===== src/rtl/intack_pkg.sv =====
package intack_pkg;
  typedef enum logic [2:0] {
    PH_IDLE,
    PH_T1,
    PH_T2,
    PH_T3,
    PH_T4,
    PH_GAP,
    PH_DONE
  } phase_t;
endpackage


===== src/rtl/intack_ctrl.sv =====
module intack_ctrl
  import intack_pkg::*;
#(
  parameter int GAP_CLKS = 2
) (
  input  logic   clk,
  input  logic   rst_n,
  input  logic   start,
  output phase_t phase,
  output logic   second
);
  localparam int GW = (GAP_CLKS < 2) ? 1 : $clog2(GAP_CLKS + 1);
  localparam logic [GW-1:0] GAP_LOAD = GW'(GAP_CLKS - 1);

  phase_t        phase_d;
  logic          second_d;
  logic [GW-1:0] gap_q, gap_d;

  // next-state process
  always_comb begin
    phase_d  = phase;
    second_d = second;
    gap_d    = gap_q;
    unique case (phase)
      PH_IDLE: if (start) phase_d = PH_T1;
      PH_T1:   phase_d = PH_T2;
      PH_T2:   phase_d = PH_T3;
      PH_T3:   phase_d = PH_T4;
      PH_T4: begin
        if (second) begin
          phase_d = PH_DONE;
        end else begin
          phase_d = PH_GAP;
          gap_d   = GAP_LOAD;
        end
      end
      PH_GAP: begin
        if (gap_q == '0) begin
          phase_d  = PH_T1;
          second_d = 1'b1;
        end else begin
          gap_d = gap_q - 1'b1;
        end
      end
      PH_DONE: begin
        phase_d  = PH_IDLE;
        second_d = 1'b0;
      end
      default: phase_d = PH_IDLE;
    endcase
  end

  // register process
  always_ff @(posedge clk or negedge rst_n) begin
    if (!rst_n) begin
      phase  <= PH_IDLE;
      second <= 1'b0;
      gap_q  <= '0;
    end else begin
      phase  <= phase_d;
      second <= second_d;
      gap_q  <= gap_d;
    end
  end
endmodule


===== src/rtl/intack_decode.sv =====
module intack_decode
  import intack_pkg::*;
(
  input  phase_t phase,
  input  logic   second,
  output logic   inta_n,
  output logic   ale,
  output logic   mio,
  output logic   lock,
  output logic   busy
);
  logic first_lock, second_lock;

  always_comb begin
    ale    = (phase == PH_T1);
    inta_n = !((phase == PH_T2) || (phase == PH_T3));
    mio    = (phase == PH_IDLE) || (phase == PH_DONE);
    busy   = (phase != PH_IDLE);
    first_lock  = !second && ((phase == PH_T2) || (phase == PH_T3) ||
                              (phase == PH_T4) || (phase == PH_GAP));
    second_lock = second && ((phase == PH_T1) || (phase == PH_T2));
    lock   = first_lock || second_lock;
  end
endmodule


===== src/rtl/intack_capture.sv =====
module intack_capture
  import intack_pkg::*;
#(
  parameter int DATA_W = 8
) (
  input  logic              clk,
  input  logic              rst_n,
  input  phase_t            phase,
  input  logic              second,
  input  logic [DATA_W-1:0] data_in,
  output logic [DATA_W-1:0] type_code,
  output logic              type_valid
);
  logic cap_en;
  logic valid_d;

  always_comb begin
    cap_en  = second && (phase == PH_T3);
    valid_d = second && (phase == PH_T4);
  end

  always_ff @(posedge clk or negedge rst_n) begin
    if (!rst_n) begin
      type_code <= '0;
    end else if (cap_en) begin
      type_code <= data_in;
    end
  end

  always_ff @(posedge clk or negedge rst_n) begin
    if (!rst_n) type_valid <= 1'b0;
    else        type_valid <= valid_d;
  end
endmodule


===== src/rtl/intack_seq.sv =====
module intack_seq
  import intack_pkg::*;
#(
  parameter int DATA_W   = 8,
  parameter int GAP_CLKS = 2
) (
  input  logic              clk,
  input  logic              rst_n,
  input  logic              insn_end,
  input  logic              if_flag,
  input  logic              intr,
  input  logic [DATA_W-1:0] data_in,
  output logic              inta_n,
  output logic              ale,
  output logic              mio,
  output logic              lock,
  output logic              busy,
  output logic [DATA_W-1:0] type_code,
  output logic              type_valid
);
  phase_t phase;
  logic   second;
  logic   start;

  assign start = insn_end && if_flag && intr;

  intack_ctrl #(.GAP_CLKS(GAP_CLKS)) u_ctrl (
    .clk    (clk),
    .rst_n  (rst_n),
    .start  (start),
    .phase  (phase),
    .second (second)
  );

  intack_decode u_dec (
    .phase  (phase),
    .second (second),
    .inta_n (inta_n),
    .ale    (ale),
    .mio    (mio),
    .lock   (lock),
    .busy   (busy)
  );

  intack_capture #(.DATA_W(DATA_W)) u_cap (
    .clk        (clk),
    .rst_n      (rst_n),
    .phase      (phase),
    .second     (second),
    .data_in    (data_in),
    .type_code  (type_code),
    .type_valid (type_valid)
  );
endmodule


===== config.mk =====
export PLATFORM = sky130hd
export DESIGN_NAME = intack_seq
export DESIGN_NICKNAME = d
export VERILOG_FILES = /design/src/rtl/intack_pkg.sv /design/src/rtl/intack_ctrl.sv /design/src/rtl/intack_decode.sv /design/src/rtl/intack_capture.sv /design/src/rtl/intack_seq.sv
export SDC_FILE = /design/constraint.sdc
export NUM_CORES = 1
export LEC_CHECK = 0
export BUFFER_PORTS_ARGS = -buffer_cell sky130_fd_sc_hd__buf_2
export CAP_MARGIN = 20
export CORE_UTILIZATION = 45
export DETAILED_ROUTE_END_ITERATION = 10
export GPL_ROUTABILITY_DRIVEN = 0
export MAX_ROUTING_LAYER = met4
export PLACE_DENSITY = 0.72
export REMOVE_ABC_BUFFERS = 1
export SETUP_SLACK_MARGIN = 0.4
export SYNTH_ARGS = -nofsm -noshare
export SYNTH_HDL_FRONTEND = slang
export SYNTH_SLANG_ARGS = --single-unit

===== constraint.sdc =====
create_clock -name clk -period 1.5 [get_ports clk]
set_input_delay 0.225 -clock clk [delete_from_list [all_inputs] [get_ports clk]]
set_output_delay 0.225 -clock clk [all_outputs]
set_load 0.005 [all_outputs]

After elaboration in Yosys (flattened, before gate mapping)
Cells that the tools add are included.
{ "word_totals": {"register_bits": 15, "in_bits": 13, "out_inout_bits": 14, "elab_cells": 47} }
{ "op_classes": {"addsub": 1, "eq_ne": 10, "n_mux": 9, "n_reduce_logical": 22} }
{ "ops": {"columns": ["cell", "n"], "rows": [
  ["$pmux 3 s6", 1],
  ["$eq 3x3->1 const B", 3],
  ["$eq 3x2->1 const B", 2],
  ["$logic_and 1x1->1", 6],
  ["$logic_or 1x1->1", 6],
  ["$mux 2", 3],
  ["$mux 3", 2],
  ["$ne 2x2->1 const B", 3],
  ["$pmux 2 s2", 1],
  ["$reduce_and 2->1", 2],
  ["$reduce_bool 2->1", 2],
  ["$eq 3x1->1 const B", 1],
  ["$logic_not 3->1", 1],
  ["$reduce_and 3->1", 1],
  ["$reduce_bool 3->1", 1],
  ["$logic_not 1->1", 2],
  ["$logic_not 2->1", 1],
  ["$ne 2x1->1 const B", 1],
  ["$pmux 1 s2", 1],
  ["$sub 2x1->2 const B", 1],
  ["$mux 1", 1]
]} }

Depth between registers and ports, before layout
{ "logic_depth": {"ltp_word": 6, "depth_mapped": 5, "ltp_nobuf": 5} }

Hierarchy
Synthesis repeated with hierarchy kept, for this count alone.
{ "unflattened": {"hier_cells": 63, "hier_area_um2": 744.5} }
{ "modules_own_cells": {"columns": ["module", "n_inst", "cells_each", "area_per_inst_um2", "seq_area_each_um2"], "rows": [
  ["intack_capture", 1, 20, 347.8, 225.2],
  ["intack_ctrl", 1, 32, 322.8, 150.1],
  ["intack_decode", 1, 10, 67.6, 0.0],
  ["intack_seq", 1, 1, 6.3, 0.0]
]} }

Worst setup path after synthesis
OpenSTA, ideal clock, no wires.
{ "synth_path": {"path_kind": "flip-flop to flip-flop", "from": "register u_ctrl.phase[2]", "to": "register u_cap.type_code[0]", "setup_ps": 128, "arrival_time_ps": 1103, "t_required_ps": 1372, "slack_ps": 269, "path_stages_with_launch": 5, "n_path_buf": 1, "synth_period_minus_slack_ps": 1231, "cell_sequence": "dfrtp_1 buf_4 nor2b_4 nand3_4 mux2_1"} }
{ "synth_between": {"elab_chain_cells": 2} }
{ "synth_rtl": {"columns": ["item", "line_no", "text"], "rows": [
  ["from (decl)", "intack_ctrl.sv:9", "output phase_t phase,"],
  ["from (signal assigned)", "intack_ctrl.sv:60", "phase <= phase_d;"],
  ["$eq 3x2->1", "intack_capture.sv:18", "cap_en = second && (phase == PH_T3);"],
  ["$logic_and 1x1->1", "intack_capture.sv:18", null],
  ["to (signal assigned)", "intack_capture.sv:26", "type_code <= data_in;"],
  ["to (decl)", "intack_capture.sv:11", "output logic [DATA_W-1:0] type_code,"]
]} }
No other way between the ends.
A chain may end at the register's enable or synchronous reset.

Worst setup path after layout
{ "layout_path": {"from": "register u_ctrl.phase[0]", "to": "output port busy"} }
{ "layout_between": {"elab_chain_cells": 1} }
{ "layout_rtl": {"columns": ["item", "line_no", "text"], "rows": [
  ["$reduce_bool 3->1", "intack_decode.sv:18", "busy = (phase != PH_IDLE);"],
  ["to (decl)", "intack_seq.sv:17", "output logic busy,"]
]} }
No other way between the ends.

==> results.md <==
- Status: complete, no violations
- I/O pin total: 27
- Hold violation total from the final report: 0
- Final cycle utilization of the critical path: 97.83%
- Total DRC errors in the routed layout: 0
- Antenna cell count: 0
- CTS root buffer: clkbuf_4
- Die area: 1736 µm²
- Cell accounting for the most synthesized area: dfrtp_1
- Post-route clock skew: 0.003296 ns
- Filler cell count in the final layout: 91
- Drt pass-1 iters: 4
- Critical path launch point type: register
- Net load switching power: 0.8425 mW
- Most used cells in the layout excluding fill and tap cells: buf_2 (26), dfrtp_1 (11), mux2_4 (8)
- Pin slew with the least headroom to its limit: 0.3383 ns
- Number of synthesized flops with an enable pin: 0
- Maximum fanout along the worst path: 7
- Largest net degree at the start of global routing: 16
- Final count of negative-setup-slack endpoints: 0
- DIE HEIGHT: 41.67 µm
- Clock H-tree levels: 1
- First-iteration detailed-routing DRC count: 19
- Switch share: 35.76%
- Cell-internal power: 1.514 mW
- Beginning of the worst hold path: data_in[2]
- Mapped cell area: 708.2 µm²
- Data arrival time of the critical path: 1.24 ns
- Top area cells in the synthesized netlist: dfrtp_1 (53%), mux2_1 (11%), a22o_1 (3.7%)
- Power Density: 2255 nW/µm²
- Peak Freq: 0.6814 GHz
- Number of warning messages in the yosys log: 0
- Wire length per cell: 14.11 µm
- Count of cell types in the netlist: 26
- Share of async-settable or async-resettable flops after synthesis: 100.0%
- Synthesized area divided by synthesized cell count: 12.21 µm²
- Wire length of the first global-routing pass: 2.670 mm
- Peak supply drop: 1.451 mV
- Antenna violations before repair: 0
- Area Growth Syn to Fin: 47.53%
- Unrepaired setup endpoints after global routing: true
- Placeable Area: 1383 µm²
- Count of maximum capacitance violations: 0
- Portion of the post-synthesis area used by sequential elements: 53.00%
- Site Rows: 13
- Detailed-route vias per instance: 5.445
- DP HPWL: 914.4 µm
- Critical R2R Launch: u_ctrl.phase[2]$_DFFE_PN0P_
- Crit path capture type: output port
- P_leak: 0.5369 nW
- CTS tree: done
- Final wirelength: 1.552 mm
- Clock latency reported for the late side of the worst-skew pair: 0.27 ns
- CTS Buf Count: 3
- Type of the tightest min-delay check: in -> reg
- Hold slack: 0.1852 ns
- Count of buffering cells on the critical path with inverters included: 1
- Remaining global-route overflow: 0
- Synthesized instance count: 58
- CTS clock-pin slew for the worst setup and hold paths: 0.09 ns
- Clock Sinks: 15
- GR Util met1: 27.76%
- Count of placed standard cells including taps: 96
- Stage delay of the slowest cell on the critical path: 0.46 ns
- Final Instance Count excl. Fillers: 110
- Met2 routing resource usage after global routing: 30.63%
- Sequential power share: 33.4%
- Clock Tree Buf Depth: 2
- Slowest stage cell, crit path: dfrtp_2
- Proportion of power drawn by combinational gates: 57.2%
- Global-route layer with the greatest usage: met2
- Sequence of cells on the critical path: or3_1 > buf_2
- Met3 demand-to-capacity share in global routing: 3.043%
- Clock period minus final worst setup slack: 1.468 ns
- Slew Viols, Final: 0
- Max transition margin: 77.45%
- Overall fraction of global-route tracks in use: 20.32%
- Via count of the routed design: 599
- Worst setup path start: u_ctrl.phase[0]$_DFFE_PN0P_
- Top cell family by delay on the critical path: flip-flops
- Data required time of the worst path: 1.27 ns
- Input/output buffers: 26
- Fraction of final layout cells sized beyond drive strength 1: 64.21%
- Most frequent standard cell in the layout excluding fill and tap cells: buf_2
- Final layout net count: 110
- Most instantiated flip-flop cell in the synthesis netlist: dfrtp_1
- Initial Utilization: 51.22%
- Via count of the first global-routing pass: 590
- Total of flip-flops plus latches after synthesis: 15
- Post-synth top area share: 53.00%
- Overall die width: 41.67 µm
- Clock power share: 9.4%
- Worst Setup Path Type: reg -> out
- Number of antenna-violating nets in the routed design: 0
flip-flops by register name (all words and copies together) (netlist names):
| signal | count |
|---|---|
| u_ctrl.gap_q | 2 |
| u_cap.type_code | 8 |
| u_ctrl.phase | 3 |
| u_cap.type_valid | 1 |
| u_ctrl.second | 1 |
logic make-up (layout without fill, tap and decap cells):
family | Yosys count | in the layout | synth area share [%]
buffers and inverters | 6 | 43 | 4.416
multiplexers | 8 | 8 | 12.72
flip-flops | 15 | 15 | 53.00
XOR/XNOR | 1 | 1 | 1.237
AND/OR/NAND/NOR | 15 | 15 | 14.31
AO/OA/AOI/OAI | 12 | 12 | 12.54
adder cells (fa/ha/maj) | 1 | 1 | 1.767
power groups by stage:
| stage | clock, mW | sequential (mW) | combinational [mW] |
|---|---|---|---|
| floorplan | 0 | 0.784 | 0.515 |
| global placement | 0 | 0.786 | 0.826 |
| detailed placement | 0 | 0.802 | 0.833 |
| CTS | 0.234 | 0.767 | 1.15 |
| global route | 0.254 | 0.817 | 1.47 |
| finish | 0.222 | 0.786 | 1.35 |
synthesized netlist by cell type (2+ instances only):
library cell and instances:
dfrtp_1 15, mux2_1 7, nand2_1 5, a22o_1 3
inv_1 3, a21o_1 2, buf_4 2, nand2b_1 2
o31ai_1 2
area by class of cell:
| class | instances | area (µm²) | share of cell area, % |
|---|---|---|---|
| Clock buffer | 4 | 26.28 | 2.515 |
| Inverter | 3 | 11.26 | 1.078 |
| Multi-Input combinational cell | 37 | 389.1 | 37.25 |
| Sequential cell | 15 | 380.4 | 36.41 |
| Tap cell | 15 | 18.77 | 1.796 |
| Timing Repair Buffer | 36 | 219.0 | 20.96 |
worst register-to-register path, cell delays in order (launching register included):
cell,delay (ns)
dfrtp_2,0.50
nor2b_4,0.22
nand3_4,0.19
mux2_4,0.34
worst paths after layout:
kind	to	slack, ns	cells after the start
worst min register to register	u_cap.type_code[5]$_DFFE_PN0P_	0.51	1
worst min-delay path	u_cap.type_code[2]$_DFFE_PN0P_	0.19	2
min in group asynchronous	u_cap.type_valid$_DFF_PN0_	0.38	2
max in group asynchronous	u_ctrl.second$_DFFE_PN0P_	0.85	2
worst max register to register	u_cap.type_code[3]$_DFFE_PN0P_	0.14	3
worst max-delay path	busy	0.03	2
per-layer routing:
layer,wire length (µm),share of wire (%)
met3,73,4.7
met2,759,49
met5,0,0
met4,14,0.90
met1,705,45
what timing repair did:
item / CTS / global route
hold buffers: 1 / 0
hold endpoints to repair: 15 / 0
buffers inserted: 7 / 2
gates resized for setup: 16 / 11
pin swaps: 2 / 3
setup endpoints to repair: 19 / 19
metrics by stage:
stage          utilization (%)  instance area (µm²)  setup TNS (ns)  total power [mW]  setup WS, ns
6_report                 75.57                 1045               0             2.356       0.03248
5_1_grt                  75.57                 1045        -0.05388             2.537      -0.02971
4_1_cts                  70.32                972.2               0             2.152       0.03239
3_5_place_dp             60.54                837.1               0             1.635       0.09503
3_3_place_gp             60.54                837.1               0             1.612        0.1325
2_1_floorplan                -                688.2               0             1.299        0.2467
No activity file was read; power rests on OpenSTA's default activity.
